[src/rtl/spi_client_pkg.sv]
package spi_client_pkg;

  localparam int MAX_BITS = 9;
  localparam int CNT_W    = $clog2(MAX_BITS + 1);

  typedef struct packed {
    logic       preload;
    logic [2:0] csize;
    logic       wake_en;
  } spi_cfg_t;

  // code 1 -> 9 bits; 0 and reserved codes -> 8 bits
  function automatic logic [CNT_W-1:0] char_bits(input logic [2:0] code);
    return (code == 3'd1) ? CNT_W'(9) : CNT_W'(8);
  endfunction

endpackage

[src/rtl/spi_pin_sync.sv]
module spi_pin_sync #(
  parameter int           N      = 3,
  parameter int           STAGES = 2,
  parameter logic [N-1:0] RSTVAL = '0
) (
  input  logic         clk,
  input  logic         rst_n,
  input  logic [N-1:0] din,
  output logic [N-1:0] dout
);

  generate
    for (genvar i = 0; i < N; i++) begin : g_pin
      logic [STAGES-1:0] chain_q;
      always_ff @(posedge clk or negedge rst_n) begin
        if (!rst_n) chain_q <= {STAGES{RSTVAL[i]}};
        else        chain_q <= {chain_q[STAGES-2:0], din[i]};
      end
      assign dout[i] = chain_q[STAGES-1];
    end
  endgenerate

endmodule

[src/rtl/spi_rxen_ctrl.sv]
module spi_rxen_ctrl #(
  parameter int SYNC_STAGES = 2
) (
  input  logic clk,
  input  logic rst_n,
  input  logic spi_en,
  input  logic wr,
  input  logic wdata,
  output logic en_bit,
  output logic busy,
  output logic active,
  output logic flush
);

  localparam int CW = (SYNC_STAGES > 1) ? $clog2(SYNC_STAGES) : 1;

  logic          en_q, en_d;
  logic          busy_q, busy_d;
  logic          act_q, act_d;
  logic [CW-1:0] cnt_q, cnt_d;

  always_comb begin
    en_d   = en_q;
    busy_d = busy_q;
    act_d  = act_q;
    cnt_d  = cnt_q;
    if (busy_q) begin
      if (cnt_q == CW'(SYNC_STAGES - 1)) begin
        busy_d = 1'b0;
        act_d  = 1'b1;
        cnt_d  = '0;
      end else begin
        cnt_d = cnt_q + CW'(1);
      end
    end
    if (wr) begin
      if (!wdata) begin
        en_d   = 1'b0;
        busy_d = 1'b0;
        act_d  = 1'b0;
        cnt_d  = '0;
      end else if (!act_q && !busy_q) begin
        en_d = 1'b1;
        if (spi_en) begin
          busy_d = 1'b1;
          cnt_d  = '0;
        end else begin
          act_d = 1'b1;
        end
      end
    end
  end

  always_ff @(posedge clk or negedge rst_n) begin
    if (!rst_n) begin
      en_q   <= 1'b0;
      busy_q <= 1'b0;
      act_q  <= 1'b0;
      cnt_q  <= '0;
    end else begin
      en_q   <= en_d;
      busy_q <= busy_d;
      act_q  <= act_d;
      cnt_q  <= cnt_d;
    end
  end

  assign en_bit = en_q;
  assign busy   = busy_q;
  assign active = act_q;
  assign flush  = wr & ~wdata;

  assert_busy_reads_one_R3: assert property (@(posedge clk) disable iff (!rst_n)
    busy_q |-> en_q);
  assert_disable_at_once_R1: assert property (@(posedge clk) disable iff (!rst_n)
    (wr && !wdata) |=> (!en_q && !act_q && !busy_q));
  assert_busy_ends_active_R3: assert property (@(posedge clk) disable iff (!rst_n)
    ($fell(busy_q) && en_q) |-> act_q);
  assert_idle_enable_direct_R2: assert property (@(posedge clk) disable iff (!rst_n)
    (wr && wdata && !spi_en && !busy_q) |=> (act_q && !busy_q));

endmodule

[src/rtl/spi_shift_engine.sv]
module spi_shift_engine
  import spi_client_pkg::*;
(
  input  logic                clk,
  input  logic                rst_n,
  input  logic                sck_s,
  input  logic                mosi_s,
  input  logic                ss_s,
  input  spi_cfg_t            cfg,
  input  logic                rx_active,
  input  logic                flush,
  input  logic                data_wr,
  input  logic [MAX_BITS-1:0] data_wdata,
  input  logic                data_rd,
  output logic [MAX_BITS-1:0] rx_data,
  output logic                rx_valid,
  output logic                rx_ovf,
  output logic                miso,
  output logic                wake
);

  logic                sck_q, ss_q;
  logic [CNT_W-1:0]    cnt_q, cnt_d;
  logic [MAX_BITS-1:0] rx_sh_q, rx_sh_d;
  logic [MAX_BITS-1:0] tx_sh_q, tx_sh_d;
  logic [MAX_BITS-1:0] tx_q, tx_d;
  logic [MAX_BITS-1:0] buf_q, buf_d;
  logic                valid_q, valid_d;
  logic                ovf_q, ovf_d;
  logic                wake_q, wake_d;

  logic                sck_rise, sck_fall, ss_fall, ss_low;
  logic [CNT_W-1:0]    nbits;
  logic [MAX_BITS-1:0] rx_next, char_val;

  assign sck_rise = sck_s & ~sck_q;
  assign sck_fall = ~sck_s & sck_q;
  assign ss_fall  = ~ss_s & ss_q;
  assign ss_low   = ~ss_s;
  assign nbits    = char_bits(cfg.csize);
  assign rx_next  = {rx_sh_q[MAX_BITS-2:0], mosi_s};
  assign char_val = (nbits == CNT_W'(MAX_BITS)) ? rx_next
                                                : {1'b0, rx_next[MAX_BITS-2:0]};

  always_comb begin
    cnt_d   = cnt_q;
    rx_sh_d = rx_sh_q;
    tx_sh_d = tx_sh_q;
    tx_d    = tx_q;
    buf_d   = buf_q;
    valid_d = valid_q;
    ovf_d   = ovf_q;
    wake_d  = ss_fall & cfg.wake_en;

    if (data_rd) valid_d = 1'b0;

    if (!ss_low) begin
      cnt_d = '0;
    end else if (sck_rise) begin
      rx_sh_d = rx_next;
      if (cnt_q == nbits - CNT_W'(1)) begin
        cnt_d   = '0;
        tx_sh_d = tx_q;
        if (rx_active) begin
          if (valid_d) begin
            ovf_d = 1'b1;
          end else begin
            buf_d   = char_val;
            valid_d = 1'b1;
          end
        end
      end else begin
        cnt_d = cnt_q + CNT_W'(1);
      end
    end else if (sck_fall && (cnt_q != '0)) begin
      tx_sh_d = tx_sh_q << 1;
    end

    if (ss_fall && !cfg.preload) tx_sh_d = tx_q;

    if (data_wr) begin
      if (cfg.preload && !ss_low) tx_sh_d = data_wdata;
      else                        tx_d    = data_wdata;
    end

    if (flush) begin
      valid_d = 1'b0;
      ovf_d   = 1'b0;
      cnt_d   = '0;
    end
  end

  always_ff @(posedge clk or negedge rst_n) begin
    if (!rst_n) begin
      sck_q   <= 1'b0;
      ss_q    <= 1'b1;
      cnt_q   <= '0;
      rx_sh_q <= '0;
      tx_sh_q <= '0;
      tx_q    <= '0;
      buf_q   <= '0;
      valid_q <= 1'b0;
      ovf_q   <= 1'b0;
      wake_q  <= 1'b0;
    end else begin
      sck_q   <= sck_s;
      ss_q    <= ss_s;
      cnt_q   <= cnt_d;
      rx_sh_q <= rx_sh_d;
      tx_sh_q <= tx_sh_d;
      tx_q    <= tx_d;
      buf_q   <= buf_d;
      valid_q <= valid_d;
      ovf_q   <= ovf_d;
      wake_q  <= wake_d;
    end
  end

  assign rx_data  = buf_q;
  assign rx_valid = valid_q;
  assign rx_ovf   = ovf_q;
  assign miso     = tx_sh_q[nbits - CNT_W'(1)];
  assign wake     = wake_q;

  assert_ovf_needs_full_R6: assert property (@(posedge clk) disable iff (!rst_n)
    $rose(ovf_q) |-> $past(valid_q));
  assert_ovf_keeps_data_R6: assert property (@(posedge clk) disable iff (!rst_n)
    $rose(ovf_q) |-> $stable(buf_q));
  assert_flush_clears_R1: assert property (@(posedge clk) disable iff (!rst_n)
    flush |=> (!valid_q && !ovf_q));
  assert_wake_gated_R9: assert property (@(posedge clk) disable iff (!rst_n)
    wake_q |-> $past(cfg.wake_en));
  assert_wake_single_R9: assert property (@(posedge clk) disable iff (!rst_n)
    wake_q |=> !wake_q);

endmodule

[src/rtl/spi_client.sv]
module spi_client
  import spi_client_pkg::*;
#(
  parameter int PIN_STAGES  = 2,
  parameter int SYNC_STAGES = 2
) (
  input  logic                clk,
  input  logic                rst_n,
  input  logic                spi_en,
  input  logic                cfg_preload_en,
  input  logic [2:0]          cfg_char_size,
  input  logic                cfg_ss_wake_en,
  input  logic                rxen_wr,
  input  logic                rxen_wdata,
  output logic                rxen_rdata,
  output logic                sync_busy,
  input  logic                data_wr,
  input  logic [MAX_BITS-1:0] data_wdata,
  input  logic                data_rd,
  output logic [MAX_BITS-1:0] rx_data,
  output logic                rx_valid,
  output logic                rx_ovf,
  output logic                wake,
  input  logic                sck,
  input  logic                mosi,
  input  logic                ss_n,
  output logic                miso
);

  spi_cfg_t cfg_q, cfg_d;
  logic     cfg_ld;
  logic     rx_active, flush;
  logic [2:0] pins_raw, pins_s;

  // configuration is only taken while the serial function is off
  assign cfg_ld = ~spi_en;
  always_comb begin
    cfg_d = cfg_q;
    if (cfg_ld) begin
      cfg_d.preload = cfg_preload_en;
      cfg_d.csize   = cfg_char_size;
      cfg_d.wake_en = cfg_ss_wake_en;
    end
  end

  always_ff @(posedge clk or negedge rst_n) begin
    if (!rst_n) cfg_q <= '0;
    else        cfg_q <= cfg_d;
  end

  assign pins_raw = {ss_n | ~spi_en, mosi, sck};

  spi_pin_sync #(.N(3), .STAGES(PIN_STAGES), .RSTVAL(3'b100)) u_sync (
    .clk  (clk),
    .rst_n(rst_n),
    .din  (pins_raw),
    .dout (pins_s)
  );

  spi_rxen_ctrl #(.SYNC_STAGES(SYNC_STAGES)) u_rxen (
    .clk   (clk),
    .rst_n (rst_n),
    .spi_en(spi_en),
    .wr    (rxen_wr),
    .wdata (rxen_wdata),
    .en_bit(rxen_rdata),
    .busy  (sync_busy),
    .active(rx_active),
    .flush (flush)
  );

  spi_shift_engine u_eng (
    .clk       (clk),
    .rst_n     (rst_n),
    .sck_s     (pins_s[0]),
    .mosi_s    (pins_s[1]),
    .ss_s      (pins_s[2]),
    .cfg       (cfg_q),
    .rx_active (rx_active),
    .flush     (flush),
    .data_wr   (data_wr),
    .data_wdata(data_wdata),
    .data_rd   (data_rd),
    .rx_data   (rx_data),
    .rx_valid  (rx_valid),
    .rx_ovf    (rx_ovf),
    .miso      (miso),
    .wake      (wake)
  );

  assert_cfg_frozen_R10: assert property (@(posedge clk) disable iff (!rst_n)
    (spi_en && $past(spi_en)) |-> $stable(cfg_q));
  assert_idle_rx_empty_R1: assert property (@(posedge clk) disable iff (!rst_n)
    !rx_active |-> !rx_valid);

endmodule

[config.mk]
export PLATFORM = sky130hd
export DESIGN_NAME = spi_client
export DESIGN_NICKNAME = d
export VERILOG_FILES = /design/src/rtl/spi_client_pkg.sv /design/src/rtl/spi_pin_sync.sv /design/src/rtl/spi_rxen_ctrl.sv /design/src/rtl/spi_shift_engine.sv /design/src/rtl/spi_client.sv
export SDC_FILE = /design/constraint.sdc
export NUM_CORES = 1
export LEC_CHECK = 0
export BUFFER_PORTS_ARGS = -buffer_cell sky130_fd_sc_hd__buf_2
export CAP_MARGIN = 15
export CORE_MARGIN = 2
export CORE_UTILIZATION = 60
export CTS_CLUSTER_DIAMETER = 100
export DETAILED_ROUTE_END_ITERATION = 10
export PLACE_DENSITY = 0.84
export SLEW_MARGIN = 20
export SYNTH_ARGS = -nofsm -noshare
export SYNTH_HDL_FRONTEND = slang
export SYNTH_SLANG_ARGS = --single-unit
[constraint.sdc]
create_clock -name clk -period 4.16 [get_ports clk]
set_input_delay 0.832 -clock clk [delete_from_list [all_inputs] [get_ports clk]]
set_output_delay 0.832 -clock clk [all_outputs]
set_load 0.01 [all_outputs]
==> impl_metrics.py <==
metrics = {
    "placed_design": {
        "hpwl_mm": 3.34,
        "place_area_um2": 2800,
        "routabilityCongestion": 0.798,
        "dp.cells": 290,
        "port_buffers": 38,
    },
    "worst_setup_path": {
        "critPathRequiredTime_ps": 4380,
        "critPathMaxFanout": 11,
        "cp.arrival_ps": 2770,
        "crit_chain": "nand2b_2, nor2_2, and3_1, and3_1, mux2_4",
        "path_common_cell": "and3_1",
        "critPathKind": "reg2reg",
        "slowest_delay_ps": 590,
        "critPathBufInv": 0,
        "path_delay_family": "simple AND/OR/NAND/NOR gates",
        "critPathCaptureType": "flip-flop",
        "start_kind": "flip-flop",
        "reg2reg_slack_ps": 1610,
        "cp_slowest_cell": "and3_1",
    },
    "power": {
        "combPwrFrac_pct": 11.7,
        "clock_power_share_pct": 39.7,
        "power_switching_uw": 361,
        "pwr-share-seq_pct": 48.6,
        "peakVddDrop_mv": 0.299,
        "swShare_pct": 24.6,
        "power_uw": 1470,
        "power.internal_uw": 1110,
        "powerDensity_nw_per_um2": 485,
        "total_leakage_power_uw": 0.00138,
    },
    "detailed_routing": {
        "drt_first_pass_iters": 5,
        "drc": 0,
        "wl_mm": 4.78,
        "drt_iter0_drc": 133,
        "ant_nets": 0,
        "vias": 1820,
        "vias_per_cell": 5.95,
        "wl_per_cell_um": 15.6,
    },
    "clocking": {
        "cts_sinks": 59,
        "numCtsBuffers": 9,
        "ctsHoldBuffers": 0,
        "cts_resized": 0,
        "cts_tree": "built",
        "cts_setup_buffers": 0,
        "clk_pin_slew_ps": 60,
        "cts-htree-levels": 3,
        "clk_path_buf_depth": 2,
        "root_buffer": "clkbuf_8",
        "clk_latency_ps": 340,
    },
    "logic_synthesis": {
        "synth_largest_area_cell": "dfrtp_1",
        "ys.flop_type": "dfrtp_1",
        "synth_area_leaders": "dfrtp_1, mux2_2, mux2_4",
        "ys_types": 38,
        "synth_edf_count": 0,
        "ys_seq_elements": 59,
        "synth_seq_area_share_pct": 57.7,
        "syn_area_um2": 2570,
        "ys_warn_count": 0,
        "postSynthCellCount": 206,
        "synth_top_area_share_pct": 54.6,
        "avgSynthCellArea_um2": 12.5,
        "synthArstFlopShare_pct": 100,
        "syn_nets": 233,
    },
    "sta": {
        "finalHoldViolations": 0,
        "setup_viol": 0,
        "worstMarginPinSlew_ps": 822,
        "slew-limit-headroom_pct": 45.1,
        "rsz0062_at_grt": "no",
        "layout_worst_path_cycle_share_pct": 61.3,
        "tns_ps": 0,
        "fin_crit_ps": 2550,
        "final_max_slew_viol_count": 0,
        "final.setup_skew_ps": 6.29,
        "fmax_mhz": 392,
    },
    "worst_hold_path": {
        "hold_path.class": "reg2reg",
    },
    "global_routing": {
        "grt_pass1_vias": 1765,
        "antenna_found_initial": 0,
        "grt_usage_pct": 21.3,
        "globalRoute.totalOverflow": 0,
        "grt_pass1_wl_mm": 8.13,
        "grt_max_degree": 33,
    },
    "floorplanning": {
        "ioPinCount": 39,
        "fp.dieW_um": 69.4,
        "die_y_um": 69.4,
        "dieArea_um2": 4820,
        "core_area_um2": 4060,
        "initial_core_util_pct": 63.3,
        "rows": 23,
    },
    "finish": {
        "antennaDiodeCount": 0,
        "syn_to_final_growth_pct": 17.8,
        "instances_no_fill": 306,
        "drive_gt1_share_pct": 37.9,
        "fillers": 257,
        "finalNetCount": 278,
        "final_area_um2": 3020,
        "layout_commonest_cell": "dfrtp_1",
        "layout_common_cells": "dfrtp_1, buf_2, mux2_2",
    },
    "job": {
        "max_cap_violations": 0,
    },
    "run_status": {
        "status": "complete, no violations",
    },
}
[power groups by stage]
stage	sequential (uW)	combinational [uW]	clock, uW
2_1_floorplan	705	119	0
3_3_place_gp	717	167	0
3_5_place_dp	722	173	0
4_1_cts	712	174	594
5_1_grt	723	195	621
6_report	713	172	583
[layer usage]
| metal | global-route usage [%] | routed length (um) | part of all wire, % |
|---|---|---|---|
| met5 | 0 | 0 | 0 |
| met4 | 11.5 | 98 | 2.1 |
| met3 | 4.36 | 202 | 4.2 |
| met2 | 32.3 | 2240 | 47 |
| met1 | 29.0 | 2240 | 47 |
[cells by family after synthesis]
logic type / count (synthesis) / synth area share, %
AOI/OAI and AO/OA: 55 / 14.2
adders and majority gates: 3 / 1.46
buffers and inverters: 10 / 1.90
DFF: 59 / 57.7
muxes: 31 / 14.7
and+or+nand+nor: 48 / 10.0
[cell type report]
cell class | instances | area (um2) | area share (%)
clock inverters | 5 | 75.1 | 2.48
multi-input cells | 137 | 1040 | 34.3
flip-flops and latches | 59 | 1480 | 48.9
inverters | 5 | 18.8 | 0.621
repair buffers | 39 | 198 | 6.54
well taps | 50 | 62.6 | 2.07
clock buffers | 11 | 151 | 5.01
[synthesized netlist by cell type, types with 2 or more instances]
library cell	n
o22ai_1	10
o31ai_1	2
mux2_4	8
ha_1	3
and3_1	2
nor2b_1	2
nand2_1	15
dfrtp_1	56
o21ai_0	9
inv_1	5
or3b_2	2
buf_2	3
mux2_2	22
dfstp_2	3
nand3_1	4
nand2b_1	3
a221oi_1	8
a21oi_1	18
nor2_1	12
[per-stage QoR]
step                hold slack (ps)  util, %  worst slack [ps]
floorplan                       331        -              2300
global placement                332     68.9              1710
detailed placement              349     68.9              1610
CTS                             358     74.5              1600
global route                    359     74.5              1470
finish                          356     74.5              1610
[state kept, by name, summed over array words and instances (netlist names)]
| signal | cells |
|---|---|
| u_rxen.busy | 1 |
| cfg_q | 5 |
| u_eng.rx_data | 9 |
| u_rxen.cnt_q | 1 |
| u_eng.tx_q | 9 |
| u_eng.cnt_q | 4 |
| u_eng.rx_sh_q | 8 |
| u_sync.g_pin.chain_q | 6 |
| u_eng.wake | 1 |
| u_eng.ss_q | 1 |
| u_eng.rx_valid | 1 |
| u_eng.tx_sh_q | 9 |
| u_eng.rx_ovf | 1 |
| u_rxen.en_bit | 1 |
| u_eng.sck_q | 1 |
| u_rxen.active | 1 |
[worst paths after layout]
check | from | to | cells after the start
worst max-delay path | u_eng.sck_q$_DFF_PN0_ | u_eng.rx_data[2]$_DFFE_PN0P_ | 5
worst min-delay path | u_sync.g_pin[2].chain_q[0]$_DFF_PN1_ | u_sync.g_pin[2].chain_q[1]$_DFF_PN1_ | 0
worst max register to register | u_eng.sck_q$_DFF_PN0_ | u_eng.rx_data[2]$_DFFE_PN0P_ | 5
worst min register to register | u_sync.g_pin[2].chain_q[0]$_DFF_PN1_ | u_sync.g_pin[2].chain_q[1]$_DFF_PN1_ | 0
max in group asynchronous | rst_n | u_eng.rx_data[7]$_DFFE_PN0P_ | 2
min in group asynchronous | rst_n | u_rxen.busy$_DFF_PN0_ | 1
Power figures use the tool's default switching activity.
